**config.mk**
```make
export PLATFORM = sky130hd
export DESIGN_NAME = sha256_eng
export DESIGN_NICKNAME = d
export VERILOG_FILES = /design/src/rtl/sha256_eng_pkg.sv /design/src/rtl/sha256_eng_dp.sv /design/src/rtl/sha256_eng_ctrl.sv /design/src/rtl/sha256_eng.sv
export SDC_FILE = /design/constraint.sdc
export NUM_CORES = 2
export LEC_CHECK = 0
export BUFFER_PORTS_ARGS = -buffer_cell sky130_fd_sc_hd__buf_2
export CAP_MARGIN = 20
export CORE_ASPECT_RATIO = 1.25
export CORE_MARGIN = 5
export CORE_UTILIZATION = 62
export DETAILED_ROUTE_END_ITERATION = 8
export PLACE_DENSITY = 0.82
export SLEW_MARGIN = 20
export SYNTH_ARGS = -nofsm -noshare
export SYNTH_HDL_FRONTEND = slang
export SYNTH_SLANG_ARGS = --single-unit
```
**constraint.sdc**
```tcl
create_clock -name clk -period 10.75 [get_ports clk]
set_input_delay 2.15 -clock clk [delete_from_list [all_inputs] [get_ports clk]]
set_output_delay 2.15 -clock clk [all_outputs]
set_load 0.01 [all_outputs]
```
**src/rtl/sha256_eng_pkg.sv**
```systemverilog
package sha256_eng_pkg;
  localparam int WORD_W      = 32;
  localparam int STATE_WORDS = 8;
  localparam int BLK_WORDS   = 16;
  localparam int NUM_ROUNDS  = 64;
  localparam int DIGEST_W    = WORD_W * STATE_WORDS;
  localparam int BLK_BYTES   = BLK_WORDS * 4;
  localparam int LEN_SLOT    = BLK_BYTES - 8;
  localparam int BYTE_CNT_W  = $clog2(BLK_BYTES + 1);
  localparam int WIDX_W      = $clog2(BLK_WORDS);
  localparam int WCNT_W      = WIDX_W + 1;
  localparam int RND_W       = $clog2(NUM_ROUNDS);

  typedef logic [WORD_W-1:0] word_t;

  localparam word_t INIT_HASH [STATE_WORDS] = '{
    32'h6a09e667, 32'hbb67ae85, 32'h3c6ef372, 32'ha54ff53a,
    32'h510e527f, 32'h9b05688c, 32'h1f83d9ab, 32'h5be0cd19};

  localparam word_t ROUND_K [NUM_ROUNDS] = '{
    32'h428a2f98, 32'h71374491, 32'hb5c0fbcf, 32'he9b5dba5, 32'h3956c25b, 32'h59f111f1, 32'h923f82a4, 32'hab1c5ed5,
    32'hd807aa98, 32'h12835b01, 32'h243185be, 32'h550c7dc3, 32'h72be5d74, 32'h80deb1fe, 32'h9bdc06a7, 32'hc19bf174,
    32'he49b69c1, 32'hefbe4786, 32'h0fc19dc6, 32'h240ca1cc, 32'h2de92c6f, 32'h4a7484aa, 32'h5cb0a9dc, 32'h76f988da,
    32'h983e5152, 32'ha831c66d, 32'hb00327c8, 32'hbf597fc7, 32'hc6e00bf3, 32'hd5a79147, 32'h06ca6351, 32'h14292967,
    32'h27b70a85, 32'h2e1b2138, 32'h4d2c6dfc, 32'h53380d13, 32'h650a7354, 32'h766a0abb, 32'h81c2c92e, 32'h92722c85,
    32'ha2bfe8a1, 32'ha81a664b, 32'hc24b8b70, 32'hc76c51a3, 32'hd192e819, 32'hd6990624, 32'hf40e3585, 32'h106aa070,
    32'h19a4c116, 32'h1e376c08, 32'h2748774c, 32'h34b0bcb5, 32'h391c0cb3, 32'h4ed8aa4a, 32'h5b9cca4f, 32'h682e6ff3,
    32'h748f82ee, 32'h78a5636f, 32'h84c87814, 32'h8cc70208, 32'h90befffa, 32'ha4506ceb, 32'hbef9a3f7, 32'hc67178f2};

  // How the block buffer is rewritten just before a compression starts
  typedef enum logic [1:0] {
    PAD_NONE,      // use buffer as received
    PAD_TAIL,      // mask after byte count, marker, no length
    PAD_TAIL_LEN,  // mask, marker and length in the last 8 bytes
    PAD_LEN_ONLY   // fresh block: optional marker and length only
  } pad_e;

  typedef enum logic [2:0] {S_IDLE, S_RECV, S_PREP, S_ROUND, S_ADD, S_DONE} state_e;

  typedef struct packed {
    logic                  loadIv;
    logic                  loadResume;
    logic                  wrWord;
    logic [WIDX_W-1:0]     wrIdx;
    logic                  initWork;
    pad_e                  padSel;
    logic [BYTE_CNT_W-1:0] padCnt;
    logic                  roundStep;
    logic [RND_W-1:0]      rnd;
    logic                  addBack;
  } strobe_t;

  function automatic word_t rotr(word_t x, int unsigned n);
    return (x >> n) | (x << (WORD_W - n));
  endfunction
endpackage

```
**src/rtl/sha256_eng_dp.sv**
```systemverilog
module sha256_eng_dp import sha256_eng_pkg::*; (
  input  logic                clk,
  input  logic                rstN,
  input  strobe_t             stb,
  input  word_t               dataWord,
  input  logic [DIGEST_W-1:0] resumeDigest,
  input  word_t               lenLo,
  input  word_t               lenHi,
  output logic [DIGEST_W-1:0] digest
);
  word_t hReg [STATE_WORDS];
  word_t wk [STATE_WORDS];
  word_t w [BLK_WORDS];
  word_t padded [BLK_WORDS];
  word_t lenLoQ, lenHiQ;
  word_t t1, t2, wNew;

  // Block image after padding, applied on initWork
  always_comb begin
    for (int j = 0; j < BLK_WORDS; j++) begin
      padded[j] = (stb.padSel == PAD_LEN_ONLY) ? '0 : w[j];
      if (stb.padSel == PAD_TAIL || stb.padSel == PAD_TAIL_LEN) begin
        for (int b = 0; b < 4; b++) begin
          if (4 * j + b == int'(stb.padCnt)) padded[j][WORD_W-1-8*b -: 8] = 8'h80;
          else if (4 * j + b > int'(stb.padCnt)) padded[j][WORD_W-1-8*b -: 8] = 8'h00;
        end
      end
    end
    if (stb.padSel == PAD_LEN_ONLY && int'(stb.padCnt) == BLK_BYTES)
      padded[0] = {8'h80, {(WORD_W-8){1'b0}}};
    if (stb.padSel == PAD_TAIL_LEN || stb.padSel == PAD_LEN_ONLY) begin
      padded[BLK_WORDS-2] = lenHiQ;
      padded[BLK_WORDS-1] = lenLoQ;
    end
  end

  // One round and one schedule step
  always_comb begin
    t1 = wk[7] + (rotr(wk[4], 6) ^ rotr(wk[4], 11) ^ rotr(wk[4], 25))
       + ((wk[4] & wk[5]) ^ (~wk[4] & wk[6])) + ROUND_K[stb.rnd] + w[0];
    t2 = (rotr(wk[0], 2) ^ rotr(wk[0], 13) ^ rotr(wk[0], 22))
       + ((wk[0] & wk[1]) ^ (wk[0] & wk[2]) ^ (wk[1] & wk[2]));
    wNew = (rotr(w[14], 17) ^ rotr(w[14], 19) ^ (w[14] >> 10)) + w[9]
         + (rotr(w[1], 7) ^ rotr(w[1], 18) ^ (w[1] >> 3)) + w[0];
  end

  always_ff @(posedge clk or negedge rstN) begin
    if (!rstN) begin
      for (int i = 0; i < STATE_WORDS; i++) begin
        hReg[i] <= '0;
        wk[i]   <= '0;
      end
      for (int i = 0; i < BLK_WORDS; i++) w[i] <= '0;
      lenLoQ <= '0;
      lenHiQ <= '0;
    end else begin
      if (stb.loadIv || stb.loadResume) begin
        lenLoQ <= lenLo;
        lenHiQ <= lenHi;
        for (int i = 0; i < STATE_WORDS; i++)
          hReg[i] <= stb.loadIv ? INIT_HASH[i] : resumeDigest[DIGEST_W-1-WORD_W*i -: WORD_W];
      end
      if (stb.wrWord) w[stb.wrIdx] <= dataWord;
      if (stb.initWork) begin
        for (int i = 0; i < STATE_WORDS; i++) wk[i] <= hReg[i];
        for (int i = 0; i < BLK_WORDS; i++) w[i] <= padded[i];
      end
      if (stb.roundStep) begin
        wk[0] <= t1 + t2;
        wk[4] <= wk[3] + t1;
        for (int i = 1; i < STATE_WORDS; i++) if (i != 4) wk[i] <= wk[i-1];
        for (int i = 0; i < BLK_WORDS - 1; i++) w[i] <= w[i+1];
        w[BLK_WORDS-1] <= wNew;
      end
      if (stb.addBack)
        for (int i = 0; i < STATE_WORDS; i++) hReg[i] <= hReg[i] + wk[i];
    end
  end

  for (genvar i = 0; i < STATE_WORDS; i++) begin : g_out
    assign digest[DIGEST_W-1-WORD_W*i -: WORD_W] = hReg[i];
  end
endmodule

```
**src/rtl/sha256_eng_ctrl.sv**
```systemverilog
module sha256_eng_ctrl import sha256_eng_pkg::*; (
  input  logic                  clk,
  input  logic                  rstN,
  input  logic                  start,
  input  logic                  newSession,
  input  logic                  padEnable,
  input  logic [BYTE_CNT_W-1:0] finalBytes,
  input  logic                  dataValid,
  output logic                  dataReady,
  output logic                  resultAvail,
  input  logic                  outAck,
  input  logic                  busErrIn,
  input  logic                  busErrClr,
  output logic                  busErr,
  output strobe_t               stb
);
  state_e                st;
  logic                  padQ, secondQ, busErrQ;
  logic [BYTE_CNT_W-1:0] cntQ, cntIn;
  logic [WCNT_W-1:0]     nWordsQ, nWordsIn;
  logic [WIDX_W-1:0]     wIdx;
  logic [RND_W-1:0]      rndQ;
  logic                  needSecond;

  assign cntIn      = (finalBytes > BYTE_CNT_W'(BLK_BYTES)) ? BYTE_CNT_W'(BLK_BYTES) : finalBytes;
  assign nWordsIn   = padEnable ? WCNT_W'((int'(cntIn) + 3) / 4) : WCNT_W'(BLK_WORDS);
  assign needSecond = padQ && !secondQ && (int'(cntQ) >= LEN_SLOT);

  assign dataReady   = (st == S_RECV);
  assign resultAvail = (st == S_DONE);
  assign busErr      = busErrQ;

  always_comb begin
    stb        = '0;
    stb.padCnt = cntQ;
    stb.rnd    = rndQ;
    stb.wrIdx  = wIdx;
    case (st)
      S_IDLE: begin
        stb.loadIv     = start && newSession;
        stb.loadResume = start && !newSession;
      end
      S_RECV:  stb.wrWord = dataValid;
      S_PREP: begin
        stb.initWork = 1'b1;
        if (!padQ)                           stb.padSel = PAD_NONE;
        else if (secondQ)                    stb.padSel = PAD_LEN_ONLY;
        else if (int'(cntQ) < LEN_SLOT)      stb.padSel = PAD_TAIL_LEN;
        else if (int'(cntQ) < BLK_BYTES)     stb.padSel = PAD_TAIL;
        else                                 stb.padSel = PAD_NONE;
      end
      S_ROUND: stb.roundStep = 1'b1;
      S_ADD:   stb.addBack   = 1'b1;
      default: ;
    endcase
  end

  always_ff @(posedge clk or negedge rstN) begin
    if (!rstN) begin
      st <= S_IDLE;
      padQ <= 1'b0;
      secondQ <= 1'b0;
      cntQ <= '0;
      nWordsQ <= '0;
      wIdx <= '0;
      rndQ <= '0;
      busErrQ <= 1'b0;
    end else begin
      if (busErrIn)       busErrQ <= 1'b1;
      else if (busErrClr) busErrQ <= 1'b0;
      case (st)
        S_IDLE: if (start) begin
          padQ    <= padEnable;
          cntQ    <= cntIn;
          nWordsQ <= nWordsIn;
          secondQ <= 1'b0;
          wIdx    <= '0;
          st      <= (nWordsIn == '0) ? S_PREP : S_RECV;
        end
        S_RECV: if (dataValid) begin
          wIdx <= wIdx + 1'b1;
          if ({1'b0, wIdx} == nWordsQ - 1'b1) st <= S_PREP;
        end
        S_PREP: begin
          rndQ <= '0;
          st   <= S_ROUND;
        end
        S_ROUND: begin
          rndQ <= rndQ + 1'b1;
          if (rndQ == RND_W'(NUM_ROUNDS - 1)) st <= S_ADD;
        end
        S_ADD: begin
          secondQ <= needSecond;
          st      <= needSecond ? S_PREP : S_DONE;
        end
        S_DONE: if (outAck) st <= S_IDLE;
        default: st <= S_IDLE;
      endcase
    end
  end
endmodule

```
**src/rtl/sha256_eng.sv**
```systemverilog
module sha256_eng import sha256_eng_pkg::*; (
  input  logic                  clk,
  input  logic                  rstN,
  input  logic                  start,
  input  logic                  newSession,
  input  logic                  padEnable,
  input  logic [BYTE_CNT_W-1:0] finalBytes,
  input  logic [DIGEST_W-1:0]   resumeDigest,
  input  logic [WORD_W-1:0]     lenLo,
  input  logic [WORD_W-1:0]     lenHi,
  input  logic                  dataValid,
  input  logic [WORD_W-1:0]     dataWord,
  output logic                  dataReady,
  output logic                  resultAvail,
  input  logic                  outAck,
  output logic [DIGEST_W-1:0]   digest,
  input  logic                  busErrIn,
  input  logic                  busErrClr,
  output logic                  busErr
);
  strobe_t stb;

  sha256_eng_ctrl u_ctrl (
    .clk(clk), .rstN(rstN), .start(start), .newSession(newSession),
    .padEnable(padEnable), .finalBytes(finalBytes), .dataValid(dataValid),
    .dataReady(dataReady), .resultAvail(resultAvail), .outAck(outAck),
    .busErrIn(busErrIn), .busErrClr(busErrClr), .busErr(busErr), .stb(stb));

  sha256_eng_dp u_dp (
    .clk(clk), .rstN(rstN), .stb(stb), .dataWord(dataWord),
    .resumeDigest(resumeDigest), .lenLo(lenLo), .lenHi(lenHi), .digest(digest));
endmodule

```
; Word level (Yosys, flattened, before mapping)
; Memories as Yosys holds them, arrays and structs flattened.
; Index checks and enable logic that the tools add are counted.
[classes]
addsub = 23
mul = 0
div = 0
magnitude_cmp = 70
n_eq_ne = 79
shift = 0
muxes = 208
bitwise = 30
n_reduce_logical = 26
[op_table]
columns = operator, count
row1 = two-way mux 512 bit, 3
row2 = two-way mux 32 bit, 44
row3 = two-way mux 256 bit, 4
row4 = two-way mux 8 bit, 127
row5 = adder 32 bit, 18
row6 = bitwise mux 512 bit, 1
row7 = XOR 32 bit, 9
row8 = "equality test 7 bit, first input constant", 32
row9 = "greater-than comparator 6 x 7 -> 1 bit, first input constant", 32
row10 = bitwise AND 32 bit, 5
row11 = demux 32 bit (select 4 bit), 1
row12 = "equality test 6 x 7 -> 1 bit, first input constant", 16
row13 = "greater-than comparator 5 x 7 -> 1 bit, first input constant", 16
row14 = two-way mux 64 bit, 1
row15 = "equality test 5 x 7 -> 1 bit, first input constant", 8
row16 = "greater-than comparator 4 x 7 -> 1 bit, first input constant", 8
row17 = NOT 32 bit, 1
row18 = bitwise OR 10 x 32 -> 32 bit, 1
row19 = bitwise OR 13 x 32 -> 32 bit, 1
row20 = bitwise OR 14 x 32 -> 32 bit, 1
row21 = bitwise OR 15 x 32 -> 32 bit, 1
row22 = bitwise OR 19 x 32 -> 32 bit, 1
row23 = bitwise OR 21 x 32 -> 32 bit, 1
row24 = bitwise OR 25 x 32 -> 32 bit, 1
row25 = 58 further kinds, 103
[totals]
register_bits = 1116
latchBits = 0
mem_bits_rw = 0
romBits = 2048
n_memories = 1
[memory_table]
columns = memory, words, width, read_ports, rd_clocked_by_memory_dff, wr, line
row1 = (no name shown), 64, 32, 1, 0, 0, sha256_eng_dp.sv:40  ; + ((wk[4] & wk[5]) ^ (~wk[4] & wk[6])) + ROUND_K[stb.rnd] + w[0];

; Longest topological paths before layout
[depth]
word_depth = 14
depth_mapped = 44
depth_no_buf = 41

; Modules after synthesis
; A second synthesis with hierarchy kept.
[unflattened]
cells_unflattened = 9342
area_unflattened_um2 = 82949.6
[by_module_without_submodules]
columns = mod, instances, cells_per_inst, area_each_um2, seq_area_each_um2
row1 = sha256_eng_dp, 1, 9153, 81305.5, 27226.1
row2 = sha256_eng_ctrl, 1, 189, 1644.1, 700.7

; Worst setup path before layout
; Ideal clock, no wire load.
[synth_timing]
path_type = register to register
from = register u_ctrl.rndQ[0]
to = register u_dp.wk[255] in the netlist's numbering
t_arrival_ns = 8.914
required_ns = 10.612
setup_slack_ns = 1.698
path_stages_with_launch = 41
n_path_buf = 4
path_cell_list = dfrtp_1 -> clkbuf_1 -> inv_1 -> clkbuf_1 -> ha_1 -> clkbuf_1 -> clkbuf_1 -> mux2i_1 -> o21ai_0 -> o21ai_0 -> a211oi_1 -> a21oi_1 -> fa_1 -> inv_1 -> fa_1 -> inv_1 -> fa_1 -> inv_1 -> [... 5 more ...] -> nor2_1 -> a211oi_1 -> o21bai_1 -> a21oi_1 -> xnor2_1 -> fa_1 -> ha_1 -> a21o_1 -> a211o_1 -> a21oi_1 -> a21o_1 -> a41oi_1 -> a21o_1 -> a31o_1 -> a21oi_1 -> xnor2_1 -> xnor2_1 -> o211ai_1
[synth_between]
elab_chain_len = 8
[synth_lines]
columns = element, line
row1 = from (decl), sha256_eng_ctrl.sv:22  ; logic [RND_W-1:0] rndQ;
row2 = from (signal assigned), sha256_eng_ctrl.sv:89  ; rndQ <= rndQ + 1'b1;
row3 = NOT 6 -> 7 bit (implied by the code), sha256_eng_dp.sv:40
row4 = memory read (64 x 32 bit), n/a
row5 = two-way mux 32 bit (implied by the code) (2 in a row), sha256_eng_dp.sv:40
row6 = adder 32 bit (2 in a row), sha256_eng_dp.sv:40
row7 = adder 32 bit, sha256_eng_dp.sv:69  ; wk[0] <= t1 + t2;
row8 = two-way mux 256 bit, sha256_eng_dp.sv:68  ; if (stb.roundStep) begin
row9 = to (decl), sha256_eng_dp.sv:12  ; word_t wk [STATE_WORDS];
; Every way passes these cells. The select of a mux whose other input is x is not followed.
; A chain may end at the register's enable or synchronous reset.

; Worst setup path after layout
[layout_timing]
from = register u_ctrl.rndQ[1]
to = register u_dp.wk[255] in the netlist's numbering
; The elaborated chain is that of the path after synthesis.

==> summary.txt <==
Outcome
  • Outcome: finished, violations left
  • Failing checks: DRC

Route
  • Detailed Route Iter0 Violations: 11.42k
  • Pre-Repair DR Iteration Count: 9
  • Detail-routed via count per cell: 7.189
  • Post-route DRC: 1
  • Detail Route Antenna Nets: 0
  • Routed wire length: 351,500 um
  • Routed len/inst: 32.74 um
  • Via count: 77.17k

Clock tree
  • Clock sinks: 1,116
  • Clock latency on the worst-skew pair: 800 ps
  • Post-CTS repair timing setup buffer count: 0
  • Root cell of the clock tree: clkbuf_16
  • Clock-pin slew on the worst setup and hold paths: 80 ps
  • TritonCTS Buffers: 114
  • Clock Path Buffers: 3
  • CTS tree: built
  • Post_cts resized: 0
  • CTS Hold Buffers Added: 0
  • H-tree levels: 3

Setup path
  • Worst setup EP type: flip-flop
  • Slowest CP cell: a2111oi_1
  • Worst r2r path cells: 39
  • Critical path peak fanout: 9
  • Crit Reg-Reg Endpoint: u_dp.wk[255]
  • CP dominant cell by count: fa_1
  • Startpoint types: flip-flop
  • CP arrival: 10,360 ps
  • Critical Path Max Stage Delay: 590 ps
  • R2r startpoint: u_ctrl.rndQ[1]
  • Flop-to-flop setup slack: 1040 ps
  • Worst EP required: 11,400 ps
  • Critical path class: flip-flop to flip-flop

Place
  • # port buffers: 626
  • Global placement routability congestion: 1.095
  • HPWL after detailed placement: 257,900 um

Floorplanning
  • Initial Utilization: 62.36%
  • Core Region: 0.1250 mm^2
  • Chip width: 327.1 um
  • Ports: 627
  • Die Y: 406.4 um
  • Cell Rows: 145
  • Die area: 0.1330 mm^2

STA
  • Final min period: 9711 ps
  • Period utilization: 90.34%
  • Unrepaired setup endpoints after global routing: false
  • Final setup TNS: 0 ps
  • Slew @ Worst Pin: 1317 ps
  • Slew Limit Headroom: 11.96%
  • Final Hold Violating Endpoints: 0
  • Clk_skew: 51.26 ps
  • Slew Viols, Final: 0
  • Final setup vio count: 0
  • F_max: 103.0 MHz

Logic synthesis
  • Syn nets: 9,699
  • Post-synth top flop: dfrtp_1
  • Area of the mapped netlist: 0.07795 mm^2
  • Ranking of synthesized cells by area: dfrtp_1, ha_1, fa_1
  • Sequential-to-total area share from yosys stat: 35.83%
  • Synthesis warning total: 0
  • EDFF count, synth: 0
  • Seq cells post-synth: 1,116
  • Gate Count Post-Synth: 8,736
  • Library cells used by synthesis: 100
  • Mapped Avg Cell Area: 8.923 um^2
  • Ys async rst share: 100.0%
  • Area leader, netlist: dfrtp_1
  • Post-synth top area share: 35.83%

Global routing
  • Gr ovfl total: 0
  • GRT Util Overall: 51.54%
  • Vias in the first global route: 75.05k
  • First-pass GRT wire length: 505,500 um
  • Largest net degree at the start of global routing: 234
  • Initial antenna violation count: 30

Min path
  • Worst Hold Class: flip-flop to flip-flop
  • HP Start: u_ctrl.busErr
  • Hold-critical path depth: 1
  • Worst Hold End: u_ctrl.busErr

Final layout
  • NumNets Final: 9,966
  • Fraction of layout cells with a size suffix above 1: 11.44%
  • Area growth syn-to-layout: 10.69%

Flow run
  • Max-cap violations: 0
-- through the flow --
stage          setup slack (ps)  std cells  utilization (%)  instance area, um^2  hold WS (ps)
2_1_floorplan              1698       8736                -                77950         439.2
3_3_place_gp               1263      10500            65.62                82030         454.8
3_5_place_dp               1224      10500            65.65                82060         465.9
4_1_cts                    1182      10710            68.88                86110         482.2
5_1_grt                   565.3      10720            68.99                86230         503.4
6_report                   1039      10740            69.02                86280         479.7
-- registers in the layout, indices dropped and copies added, names as in the netlist --
name / flops
u_ctrl.busErr: 1
u_ctrl.cntQ: 7
u_ctrl.nWordsQ: 5
u_ctrl.padQ: 1
u_ctrl.rndQ: 6
u_ctrl.secondQ: 1
u_ctrl.st: 3
u_ctrl.wIdx: 4
u_dp.digest: 256
u_dp.lenHiQ: 32
u_dp.lenLoQ: 32
u_dp.w: 512
u_dp.wk: 256
-- cells by family (layout without fill, tap and decap cells) --
logic type	after synthesis	count (layout)	synth area share [%]
AND/OR/NAND/NOR	2314	2314	12.75
flip-flops	1116	1116	35.83
adder cells (fa/ha/maj)	619	619	11.74
AO/OA/AOI/OAI	2882	2882	24.68
XOR/XNOR	580	580	6.517
other	0	18	0
multiplexers	303	303	4.040
buffers and inverters	922	1286	4.449
-- worst max-delay path by stage --
stage	from	end	slack [ps]	cells past startpoint
2_1_floorplan	u_ctrl.rndQ[0]	u_dp.wk[255]	1700	40
3_3_place_gp	u_ctrl.rndQ[1]	u_dp.wk[255]	1260	37
3_5_place_dp	u_ctrl.rndQ[1]	u_dp.wk[255]	1220	39
4_1_cts	u_ctrl.rndQ[1]	u_dp.wk[255]	1180	39
5_1_grt	u_ctrl.rndQ[1]	u_dp.wk[255]	570	38
6_report	u_ctrl.rndQ[1]	u_dp.wk[255]	1040	39
-- synth_stat cells (14+ instances only) --
library cell and count:
a221oi_1 58, or3_1 35, a222oi_1 29, nand2_1 953, xnor2_1 409, fa_1 195
nor2_1 777, dfrtp_1 1116, ha_1 400, and3_1 77, a22oi_1 97, a311oi_1 14
a211oi_1 73, o221ai_1 41, inv_1 307, a22o_1 15, a32oi_1 27, a221o_1 361
a31oi_1 67, maj3_1 24, nand3_1 98, nand4_1 28, o31ai_1 30, a21o_1 184
a21oi_1 643, o21bai_1 48, xor2_1 171, clkbuf_1 539, mux2i_1 282, nor3_1 131
o21ai_0 526, o21a_1 64, o22ai_1 158, nor2b_1 52, o211ai_1 51, and2_1 42
buf_1 61, o21ai_1 264, nand2b_1 57
-- routing by layer --
metal	track usage, %	routed length [um]	vias up
li1	-	-	32210
met1	58.12	113300	36860
met2	76.00	147900	6137
met3	17.90	46490	1941
met4	48.80	43610	18
met5	0	133	-
-- critical path, delay by kind of cell, from the launching register on --
family          cells  cell delay, ps
compound gates     18            3810
fa+ha+maj           7            2940
simple gates        7            1100
buf+inv             5             940
flops               1             470
xor+xnor            2             320
-- cell usage in the layout, fill, tap and decap left out, drive strengths merged, types with 77 or more instances in the layout --
cell type,synthesis,layout
inv,313,321
nor2,778,778
a21o,184,184
a221o,361,361
o22ai,158,158
xnor2,409,409
nor3,131,131
nand2,953,953
o21ai,792,792
a21oi,643,643
ha,400,400
clkbuf,539,166
buf,67,757
and3,77,77
mux2i,282,282
nand3,98,98
a22oi,97,97
xor2,171,171
dfrtp,1116,1116
fa,195,195
-- final cells by class --
type	count	area [um^2]
antenna	18	45.04
fill	9761	38720
tap	1617	2023
timing repair buffer	757	4354
inverter	316	1186
sequential	1116	27930
clock inverter	47	655.6
multi-input combinational	6698	46690
clock buffer	166	3391
Power is left out: the tool's default activity adds up to more than one toggle a clock period on the data nets, which glitch-free logic cannot reach.
